### src/rtl/stamp_pkg.sv
package stamp_pkg;

  typedef enum logic [1:0] {
    CAP_IDLE    = 2'd0,
    CAP_RESOLVE = 2'd1,
    CAP_SEND    = 2'd2
  } cap_state_e;

  function automatic int unsigned words_for(input int unsigned bits,
                                            input int unsigned width);
    return (bits + width - 1) / width;
  endfunction

endpackage

### src/rtl/stamp_edge_sync.sv
module stamp_edge_sync #(
  parameter int STAGES = 2
) (
  input  logic clk,
  input  logic rst,
  input  logic async_i,
  output logic rise_o
);

  logic [STAGES-1:0] chain_q;
  logic              last_q;

  generate
    for (genvar i = 0; i < STAGES; i++) begin : g_sync
      if (i == 0) begin : g_first
        always_ff @(posedge clk) begin
          if (rst) chain_q[0] <= 1'b0;
          else     chain_q[0] <= async_i;
        end
      end else begin : g_next
        always_ff @(posedge clk) begin
          if (rst) chain_q[i] <= 1'b0;
          else     chain_q[i] <= chain_q[i-1];
        end
      end
    end
  endgenerate

  always_ff @(posedge clk) begin
    if (rst) last_q <= 1'b0;
    else     last_q <= chain_q[STAGES-1];
  end

  assign rise_o = chain_q[STAGES-1] & ~last_q;

  // an edge is reported for exactly one cycle
  a_r1_rise_once: assert property (@(posedge clk) disable iff (rst)
    rise_o |=> !rise_o);

endmodule

### src/rtl/stamp_resolve.sv
module stamp_resolve #(
  parameter int TS_W = 64
) (
  input  logic            clk,
  input  logic            rst,
  input  logic            load_i,
  input  logic            adv_i,
  input  logic [TS_W-1:0] sum_i,
  input  logic [TS_W-1:0] carry_i,
  output logic            done_o,
  output logic [TS_W-1:0] ts_o
);

  logic            pend_q;
  logic [TS_W-1:0] sum_q;
  logic [TS_W-1:0] carry_q;

  always_ff @(posedge clk) begin
    if (rst)                  pend_q <= 1'b0;
    else if (load_i)          pend_q <= 1'b1;
    else if (pend_q && adv_i) pend_q <= 1'b0;
  end

  always_ff @(posedge clk) begin
    if (load_i) begin
      sum_q   <= sum_i;
      carry_q <= carry_i;
    end
  end

  assign ts_o   = sum_q + carry_q;
  assign done_o = pend_q & adv_i;

  // a snapshot is never replaced before it is handed on
  a_r2_no_reload: assert property (@(posedge clk) disable iff (rst)
    load_i |-> !pend_q);

  // a held snapshot waits while paused
  a_r8_resolve_wait: assert property (@(posedge clk) disable iff (rst)
    pend_q && !adv_i |=> pend_q);

endmodule

### src/rtl/stamp_word_pump.sv
module stamp_word_pump #(
  parameter int TS_W   = 64,
  parameter int WORD_W = 32,
  parameter int SEQ_W  = 32
) (
  input  logic              clk,
  input  logic              rst,
  input  logic              run_i,
  input  logic              load_i,
  input  logic [SEQ_W-1:0]  seq_i,
  input  logic [TS_W-1:0]   ts_i,
  input  logic              ready_i,
  output logic              valid_o,
  output logic [WORD_W-1:0] data_o,
  output logic              drained_o
);

  localparam int TS_WORDS = stamp_pkg::words_for(TS_W, WORD_W);
  localparam int NWORDS   = 1 + TS_WORDS;
  localparam int IDX_W    = $clog2(NWORDS);
  localparam logic [IDX_W-1:0] LAST_IDX = IDX_W'(NWORDS - 1);

  logic [WORD_W-1:0] word_q [NWORDS];
  logic [IDX_W-1:0]  idx_q;
  logic              valid_q;
  logic              fire;
  logic              at_last;

  assign fire    = valid_q & ready_i & run_i;
  assign at_last = (idx_q == LAST_IDX);

  always_ff @(posedge clk) begin
    if (load_i) begin
      word_q[0] <= WORD_W'(seq_i);
      for (int k = 1; k < NWORDS; k++) begin
        word_q[k] <= ts_i[TS_W-1-(k-1)*WORD_W -: WORD_W];
      end
    end
  end

  always_ff @(posedge clk) begin
    if (rst) begin
      valid_q <= 1'b0;
      idx_q   <= '0;
    end else if (load_i) begin
      valid_q <= 1'b1;
      idx_q   <= '0;
    end else if (fire) begin
      if (at_last) begin
        valid_q <= 1'b0;
        idx_q   <= '0;
      end else begin
        idx_q <= idx_q + 1'b1;
      end
    end
  end

  assign valid_o   = valid_q;
  assign data_o    = word_q[idx_q];
  assign drained_o = fire & at_last;

  // a stalled word keeps its value
  a_r4_word_hold: assert property (@(posedge clk) disable iff (rst)
    valid_o && !(ready_i && run_i) |=> valid_o && $stable(data_o));

  // the word index stays within one record
  a_r3_idx_range: assert property (@(posedge clk) disable iff (rst)
    int'(idx_q) < NWORDS);

  // a pending record is never overwritten
  a_r6_no_overwrite: assert property (@(posedge clk) disable iff (rst)
    load_i |-> !valid_q);

endmodule

### src/rtl/sync_stamp_unit.sv
module sync_stamp_unit #(
  parameter int TS_W        = 64,
  parameter int WORD_W      = 32,
  parameter int SEQ_W       = 32,
  parameter int SYNC_STAGES = 2
) (
  input  logic              clk,
  input  logic              rst,
  input  logic              run_en,
  input  logic              cmp_in,
  input  logic [TS_W-1:0]   cnt_sum,
  input  logic [TS_W-1:0]   cnt_carry,
  output logic              rec_valid,
  input  logic              rec_ready,
  output logic [WORD_W-1:0] rec_data,
  output logic              miss_irq,
  input  logic              miss_clr
);

  import stamp_pkg::*;

  cap_state_e       state_q;
  logic             rise;
  logic             accept;
  logic             take;
  logic             busy;
  logic             res_done;
  logic [TS_W-1:0]  res_ts;
  logic             drained;
  logic [SEQ_W-1:0] seq_q;
  logic [SEQ_W-1:0] rec_seq_q;
  logic             miss_q;

  stamp_edge_sync #(.STAGES(SYNC_STAGES)) u_sync (
    .clk     (clk),
    .rst     (rst),
    .async_i (cmp_in),
    .rise_o  (rise)
  );

  assign accept = rise & run_en;
  assign busy   = (state_q != CAP_IDLE);
  assign take   = accept & ~busy;

  stamp_resolve #(.TS_W(TS_W)) u_resolve (
    .clk     (clk),
    .rst     (rst),
    .load_i  (take),
    .adv_i   (run_en),
    .sum_i   (cnt_sum),
    .carry_i (cnt_carry),
    .done_o  (res_done),
    .ts_o    (res_ts)
  );

  stamp_word_pump #(.TS_W(TS_W), .WORD_W(WORD_W), .SEQ_W(SEQ_W)) u_pump (
    .clk       (clk),
    .rst       (rst),
    .run_i     (run_en),
    .load_i    (res_done),
    .seq_i     (rec_seq_q),
    .ts_i      (res_ts),
    .ready_i   (rec_ready),
    .valid_o   (rec_valid),
    .data_o    (rec_data),
    .drained_o (drained)
  );

  always_ff @(posedge clk) begin
    if (rst) begin
      state_q <= CAP_IDLE;
    end else begin
      unique case (state_q)
        CAP_IDLE:    if (take)     state_q <= CAP_RESOLVE;
        CAP_RESOLVE: if (res_done) state_q <= CAP_SEND;
        CAP_SEND:    if (drained)  state_q <= CAP_IDLE;
        default:                   state_q <= CAP_IDLE;
      endcase
    end
  end

  always_ff @(posedge clk) begin
    if (rst) begin
      seq_q     <= '0;
      rec_seq_q <= '0;
    end else if (accept) begin
      seq_q <= seq_q + 1'b1;
      if (take) rec_seq_q <= seq_q + 1'b1;
    end
  end

  always_ff @(posedge clk) begin
    if (rst)                 miss_q <= 1'b0;
    else if (accept && busy) miss_q <= 1'b1;
    else if (miss_clr)       miss_q <= 1'b0;
  end

  assign miss_irq = miss_q;

  // an edge during an outstanding record raises the interrupt
  a_r6_miss_on_busy: assert property (@(posedge clk) disable iff (rst)
    rec_valid && rise && run_en |=> miss_irq);

  // a clear with no competing miss drops the interrupt
  a_r7_clear: assert property (@(posedge clk) disable iff (rst)
    miss_clr && !(accept && busy) |=> !miss_irq);

  // nothing moves at the outputs while paused
  a_r8_pause_freeze: assert property (@(posedge clk) disable iff (rst)
    !run_en && !miss_clr |=> $stable(miss_irq) && $stable(rec_valid));

  // the control state and the word stream agree
  a_r3_send_valid: assert property (@(posedge clk) disable iff (rst)
    state_q == CAP_SEND |-> rec_valid);

endmodule

### config.mk
export PLATFORM = sky130hd
export DESIGN_NAME = sync_stamp_unit
export DESIGN_NICKNAME = d
export VERILOG_FILES = /design/src/rtl/stamp_pkg.sv /design/src/rtl/stamp_edge_sync.sv /design/src/rtl/stamp_resolve.sv /design/src/rtl/stamp_word_pump.sv /design/src/rtl/sync_stamp_unit.sv
export SDC_FILE = /design/constraint.sdc
export NUM_CORES = 1
export LEC_CHECK = 0
export BUFFER_PORTS_ARGS = -buffer_cell sky130_fd_sc_hd__buf_2
export CORE_ASPECT_RATIO = 1.1
export CORE_MARGIN = 2
export CORE_UTILIZATION = 27
export DETAILED_ROUTE_END_ITERATION = 10
export PLACE_DENSITY = 0.47
export SLEW_MARGIN = 30
export SYNTH_ARGS = -nofsm -noshare
export SYNTH_HDL_FRONTEND = slang
export SYNTH_SLANG_ARGS = --single-unit
### constraint.sdc
create_clock -name clk -period 7.85 [get_ports clk]
set_clock_uncertainty 0.2 [all_clocks]
set_input_delay 1.57 -clock clk [delete_from_list [all_inputs] [get_ports clk]]
set_output_delay 1.57 -clock clk [all_outputs]
set_load 0.05 [all_outputs]
Word-level counts from Yosys, hierarchy flattened --
Memories as Yosys holds them, arrays and structs flattened. A register that Yosys moved wholly into a read port is not among the register bits. Cells that the tools add are included.
Cells by class: $add $sub $neg 3, reductions and logical operators 12, multiplexer cells 16, equality and inequality tests 6, bitwise logic cells 9
Operators by type and width (number):
- adder 64 bit | 1
- adder 32 x 1 -> 32 bit, second input constant | 1
- 2-to-1 mux 2 bit | 6
- nonzero test 2 bit | 5
- 2-to-1 mux 1 bit | 9
- bitwise AND 1 bit | 7
- inequality test 2 bit, second input constant | 3
- case mux 2 bit (3 select lines) | 1
- equality test 2 bit, second input constant | 2
- AND reduction 2 bit | 2
- AND reduction 3 bit | 1
- adder 2 x 1 -> 2 bit, second input constant | 1
- equality test 2 x 1 -> 1 bit, second input constant | 1
- logical AND 1 bit | 2
- logical NOT 2 bit | 1
- NOT 1 bit | 2
- OR reduction 2 bit | 1
Word-level totals: bits in registers 202, output and inout port bits 34, word-level logic and storage cells 59, memories kept 1, input port bits 134, bits in writable memories 96
Memories:
- u_pump.word_q | words 3, width 32, read ports 1, clocked after memory_dff 1, write ports 3, RTL line stamp_word_pump.sv:23 | logic [WORD_W-1:0] word_q [NWORDS];

Longest topological paths before layout --
Gate-level depths: netlist (run 1).
depth in word-level cells 6, depth in mapped cells 11, mapped depth without buffers 11

Hierarchy --
A second synthesis (run 1) with hierarchy kept.
Second synthesis, totals: cells, all modules 1294, area total of the unflattened synthesis 15105.7 µm²
Modules (own cells, without submodules):
- stamp_resolve | area an instance 7902.6 µm², sequential area each 3863.7 µm², times used 1, cells an instance 696
- stamp_word_pump | area an instance 3792.4 µm², sequential area each 2982.9 µm², times used 1, cells an instance 220
- sync_stamp_unit | area an instance 3323.2 µm², sequential area each 1341.3 µm², times used 1, cells an instance 371
- stamp_edge_sync | area an instance 87.6 µm², sequential area each 60.1 µm², times used 1, cells an instance 7

Worst setup path before layout (run 1) --
OpenSTA, ideal clock, no wires.
kind input port to flip-flop, start point in run_en, end point reg u_resolve.carry_q[0] (enable), path slack 1.152 ns, required time 7.107 ns, library setup time 0.543 ns, arrival time 5.955 ns, stages on the path 5, buffers on the path 2, cell sequence nand3b_1 or3_1 clkbuf_1 inv_2 clkbuf_1
On the way: cells in the longest elaborated chain, start to end 2
RTL lines:
- from (decl) | RTL line sync_stamp_unit.sv:9 | input logic run_en,
- bitwise AND 1 bit | RTL line sync_stamp_unit.sv:41 | assign accept = rise & run_en;
- bitwise AND 1 bit | RTL line sync_stamp_unit.sv:43 | assign take = accept & ~busy;
- named net take | RTL line sync_stamp_unit.sv:25 | logic take;
- to (signal assigned) | RTL line stamp_resolve.sv:27 | carry_q <= carry_i;
- to (decl) | RTL line stamp_resolve.sv:16 | logic [TS_W-1:0] carry_q;
The timed path passes the listed nets, and every way through them passes these cells. A chain may end at the register's enable or synchronous reset.

==> results.yml, run 1 <==
run_status:
  status: "finished clean"
cells_and_area:
  drive_gt1_share_pct: 16.8
  finish.utilization_pct: 32.5
  antenna_cells: 0
  area_delta_synth_final_pct: 19.0
  final_nets: 1609
logic_synthesis:
  synth_cells: 1256
  syn_area_mm2: 0.0143
  synth_enable_flop_cells: 224
  ys_async_sr_fraction_pct: 0
  synth.top_cell.area_share_pct: 47.0
  syn_nets: 1455
  synth_area_leaders: "edfxtp_1, dfxtp_1, ha_1"
  synth.yosys.warnings: 0
  ys.flop_type: "edfxtp_1"
  yosysSeqAreaShare_pct: 57.7
  synth_area_leader_cell: "edfxtp_1"
  avgSynthCellArea_um2: 11.4
  ys_ff_latch: 300
  yosysUniqueCellTypes: 65
placed_design:
  dp_hpwl_um: 27600
  gp_congestion: 0.845
  post-place-ws_ps: 3520
  port_buffers: 167
drt:
  wire_per_inst_um: 17.8
  drc_errors: 0
  dr_wl_met2_um: 17800
  wl_met3_um: 1630
  via_count: 9967
  firstDrtPassIters: 5
  drt_iter0_drc: 566
  drtAntennaViolNets: 0
  vias_per_cell: 4.72
  m1WireLength_um: 17000
  top_layer: "met4"
  routed_wl_um: 37700
pwr:
  ir_drop_mv: 0.112
  leakagePower_uw: 0.00600
  p_per_area_mw_per_mm2: 213
critical_path:
  worstSetupStartpointType: "flip-flop"
  path_max_fanout: 54
  reg2reg_slack_ps: 4100
  crit_type: "reg2out"
  crit_required_ps: 6080
  critical_path.endpoint_type: "primary output"
  reg2reg_from: "u_resolve.carry_q[0]$_DFFE_PP_"
  cp.arrival_ps: 2420
  r2r-end: "u_pump.word_q[1][22]$_DFFE_PP_"
  reg2reg_depth: 11
grt:
  grt.total_usage_pct: 13.6
  antenna_found_initial: 0
  grt_max_degree: 100
  grt_overflow: 0
  grt_pass1_wl_um: 57400
  grt_pass1_vias: 10100
run:
  drv_cap: 0
clock_network:
  cts_sinks: 300
  cts_setup_buffers: 0
  numCtsBuffers: 36
  htreeDepth: 2
  post_cts_resized: 0
  clk_latency_ps: 550
  root_buffer: "clkbuf_16"
  cts_hold_buf: 0
  max-clock-path-buffers: 3
  path_clk_slew_ps: 60
  cts_tree: "built"
sta:
  rsz0062_at_grt: "no"
  setup_violations: 0
  drv_slew: 0
  worst_pin_slew_ps: 949
  period_minus_slack_ps: 4190
  final.period_utilization_pct: 53.4
  fin_tns_setup_ps: 0
  holdWs_ps: 225
  slew_headroom_pct: 36.7
  fmax_ghz: 0.239
  fin_ws_ps: 3660
  finalHoldViolCount: 0
floorplan:
  die_w_um: 223
  fp.coreArea_mm2: 0.0524
  start_util_pct: 27.3
  dieArea_mm2: 0.0548
  die_height_um: 245
  pin_count: 168
  rows: 88
min_path:
  min_path_type: "reg2reg"
  min_path_cells: 0
  hold_start: "rec_seq_q[17]$_SDFFE_PP0P_"
  min_to: "u_pump.word_q[0][17]$_DFFE_PP_"
flip-flops by register name, summed over array words and instances (netlist names), named ones only:
name	count
u_resolve.sum_q	64
u_pump.word_q	96
u_pump.idx_q	2
u_resolve.carry_q	64
miss_irq	1
u_pump.valid_o	1
state_q	2
rec_seq_q	32
seq_q	32
u_sync.chain_q	2
u_sync.last_q	1
u_resolve.pend_q	1
kinds of logic (layout without fill, tap and decap cells):
kind of cell,count (synthesis),count (layout),share of synthesized area [%]
flip-flops,300,300,57.7
AO/OA/AOI/OAI,326,326,14.3
adder cells (fa/ha/maj),65,65,5.74
XOR/XNOR,108,108,6.62
multiplexers,33,33,2.31
buffers and inverters,76,258,2.06
AND/OR/NAND/NOR,348,348,11.3
where the power goes:
| part | switching [uW] | internal (uW) |
|---|---|---|
| Combinational | 113 | 73.9 |
| Sequential | 9.15 | 1730 |
| Clock | 664 | 1030 |
| Total | 786 | 2830 |
cell usage in the layout, fill, tap and decap left out, types with 33 or more instances in the layout:
cell and count:
dfxtp_1 74, mux2i_1 33, xnor2_1 59, nor2_1 94, a211oi_1 33, o21ai_0 80
edfxtp_1 224, clkbuf_16 38, buf_2 167, ha_1 64, a21oi_1 103, xor2_1 49
nand2_1 124
how the worst max path moves through the flow:
stage | startpoint | endpoint | slack [ps] | depth (start not counted)
after detailed placement | run_en | rec_seq_q[31]$_SDFFE_PP0P_ | 3520 | 8
final | flip-flop | rec_data[31] | 3660 | 4
after floorplan | run_en | u_resolve.carry_q[0]$_DFFE_PP_ | 1150 | 5
after global routing | flip-flop | rec_data[31] | 3510 | 4
after CTS | flip-flop | rec_data[31] | 3580 | 4
after global placement | run_en | rec_seq_q[12]$_SDFFE_PP0P_ | 3630 | 8
cells in the mapped netlist (6+ instances only):
cell / number
a211oi_1: 33
a21o_1: 26
a21oi_1: 103
a31oi_1: 8
and2_1: 7
and3_1: 10
buf_2: 6
clkbuf_1: 47
dfxtp_1: 76
edfxtp_1: 224
ha_1: 64
inv_1: 18
mux2i_1: 33
nand2_1: 124
nand2b_1: 9
nand3_1: 23
nand4_1: 23
nor2_1: 94
nor2b_1: 8
nor3_1: 15
o211ai_1: 6
o21a_1: 11
o21ai_0: 80
o21bai_1: 16
or3_1: 20
xnor2_1: 59
xor2_1: 49
layer usage:
layer / GRT usage, % / up-vias
li1: - / 4949
met1: 17.5 / 4754
met2: 22.5 / 208
met3: 2.72 / 56
met4: 4.86 / 0
met5: 0 / -
per-stage QoR:
step / area, um2 / power, uW / instances
5_1_grt: 17000 / 3750 / 2113
3_5_place_dp: 15800 / 1960 / 2047
3_3_place_gp: 15800 / 1960 / 2047
2_1_floorplan: 14300 / 1880 / 1256
4_1_cts: 17000 / 3680 / 2113
6_report: 17000 / 3620 / 2113
cell type report:
| cell class | count | area [um2] |
|---|---|---|
| clock buffer | 56 | 1060 |
| multi-input combinational | 880 | 5760 |
| sequential | 300 | 8250 |
| tap | 675 | 845 |
| fill | 5346 | 35400 |
| inverter | 19 | 76.3 |
| timing repair buffer | 173 | 893 |
| clock inverter | 10 | 133 |
worst max-delay path: stages (launching register included):
cell and delay [ps]:
dfxtp_2 520, buf_4 500, nand2_1 200, o21ai_0 270, buf_2 370
Note: power is estimated with default switching activity, not from simulation.
==> inputs of run 2 (changes only) <==
Clock period 7.85 ns to 4.2 ns, I/O delays scaled along.
==> results.yml, run 2 (same netlist as run 1, synthesis figures left out) <==
cells_and_area:
  mostFrequentLayoutCells: "edfxtp_1, buf_2, nand2_1, a21oi_1, nor2_1"
  seqCellArea_mm2: 0.00825
  antenna_cells: 0
  area_delta_synth_final_pct: 19.8
  largest_register_ffs: 96
  layout_commonest_cell: "edfxtp_1"
  layoutNonFillerInstCount: 2120
  reg.largest.list: "u_pump.word_q: 96 flops, u_resolve.carry_q: 64 flops, u_resolve.sum_q: 64 flops"
  top_register: "u_pump.word_q"
  nFillCells: 5328
  drive_gt1_share_pct: 17.6
  final_nets: 1619
  multi_input_area_mm2: 0.00576
critical_path:
  crit_type: "reg2reg"
  path_max_fanout: 8
  reg2reg_slack_ps: 410
  crit_required_ps: 4280
  worstSetupStartpointType: "flip-flop"
  reg2reg_depth: 10
  r2r-end: "u_pump.word_q[1][31]$_DFFE_PP_"
  reg2reg_from: "u_resolve.carry_q[14]$_DFFE_PP_"
  cp.arrival_ps: 3870
  critical_path.endpoint_type: "flip-flop"
min_path:
  min_to: "u_pump.word_q[0][2]$_DFFE_PP_"
  hold_start: "rec_seq_q[2]$_SDFFE_PP0P_"
  min_path_cells: 0
  min_path_type: "reg2reg"
grt:
  grt_pass1_wl_um: 57000
  grt_max_degree: 69
  grt_pass1_vias: 9768
  antenna_found_initial: 0
  grt_overflow: 0
  grt.total_usage_pct: 13.6
drt:
  drtAntennaViolNets: 0
  drt_iter0_drc: 524
  drc_errors: 0
  via_count: 9993
  vias_per_cell: 4.71
  firstDrtPassIters: 5
  wire_per_inst_um: 18.0
  routed_wl_um: 38200
floorplan:
  dieArea_mm2: 0.0548
  start_util_pct: 27.3
  die_height_um: 245
  rows: 88
  pin_count: 168
  die_w_um: 223
  fp.coreArea_mm2: 0.0524
placed_design:
  dp_cells: 2057
  gp_congestion: 0.853
  post-place-ws_ps: 486
  dp_hpwl_um: 28500
  port_buffers: 167
sta:
  drv_slew: 0
  final.period_utilization_pct: 90.3
  finalHoldViolCount: 0
  fmax_ghz: 0.264
  fin_tns_setup_ps: 0
  slew_headroom_pct: 46.9
  setup_violations: 0
  rsz0062_at_grt: "no"
  worst_pin_slew_ps: 797
  period_minus_slack_ps: 3790
  fin_ws_ps: 407
clock_network:
  htreeDepth: 2
  clk_latency_ps: 530
  cts_tree: "built"
  path_clk_slew_ps: 60
  max-clock-path-buffers: 3
  numCtsBuffers: 36
  post_cts_resized: 0
  root_buffer: "clkbuf_16"
  cts_hold_buf: 0
  cts_setup_buffers: 0
  cts_sinks: 300
pwr:
  p_per_area_mw_per_mm2: 395
  leakagePower_uw: 0.00607
  ir_drop_mv: 0.215
run:
  drv_cap: 0
run_status:
  status: "finished clean"
==> run 2: cell types whose count changed in the layout (fill, tap and decap cells not counted) <==
cell / before / now
clkinv_1: 0 / 3
buf_12: 1 / 4
buf_4: 5 / 12
bufinv_16: 3 / 4
clkinvlp_4: 0 / 1
inv_6: 3 / 1
clkinv_2: 5 / 8
clkbuf_16: 38 / 37
clkbuf_1: 14 / 5
clkbuf_8: 4 / 5
==> run 2: worst max-delay path by stage <==
stage	start	endpoint	slack (ps)	depth (start not counted)
floorplan	run_en	u_resolve.carry_q[0]$_DFFE_PP_	260	5
global placement	u_resolve.carry_q[1]$_DFFE_PP_	u_pump.word_q[1][31]$_DFFE_PP_	610	10
detailed placement	u_resolve.carry_q[14]$_DFFE_PP_	u_pump.word_q[1][31]$_DFFE_PP_	490	10
CTS	u_resolve.carry_q[14]$_DFFE_PP_	u_pump.word_q[1][31]$_DFFE_PP_	470	10
global route	u_resolve.carry_q[14]$_DFFE_PP_	u_pump.word_q[1][31]$_DFFE_PP_	250	10
finish	u_resolve.carry_q[14]$_DFFE_PP_	u_pump.word_q[1][31]$_DFFE_PP_	410	10
==> run 2: power by group <==
part,internal [uW],switching [uW]
logic,142,209
registers,3230,18.5
clock network,1940,1230
==> run 2: worst max-delay path, stage by stage (launching register included) <==
cell	delay [ps]
edfxtp_1	370
ha_1	450
nand4_1	210
a2111oi_0	470
a22oi_1	230
a21oi_1	340
o2111ai_1	300
nand2_1	260
a21boi_0	190
o41ai_1	400
xnor2_1	120
==> run 2: routing by layer <==
metal | vias to the layer above | track usage (%) | routed length [um]
met5 | - | 0 | 0
met2 | 219 | 22.7 | 18100
met1 | 4751 | 17.6 | 17200
met4 | 0 | 4.25 | 972
li1 | 4970 | - | -
met3 | 53 | 2.83 | 1890
==> run 2: area by class of cell <==
class	count	share of cell area, %
clock inverters	16	1.04
flip-flops and latches	300	48.2
multi-input cells	880	33.6
repair buffers	183	5.87
well taps	675	4.93
clock buffers	47	5.92
inverters	19	0.446
==> run 2: metrics by stage <==
step / total power, uW / hold slack, ps / instance area [um2] / utilization (%)
after global placement: 3670 / 214 / 15900 / 30.4
after CTS: 6890 / 228 / 17100 / 32.7
after global routing: 7030 / 240 / 17100 / 32.7
after floorplan: 3520 / 208 / 14300 / -
after detailed placement: 3670 / 213 / 15900 / 30.4
final: 6770 / 222 / 17100 / 32.7
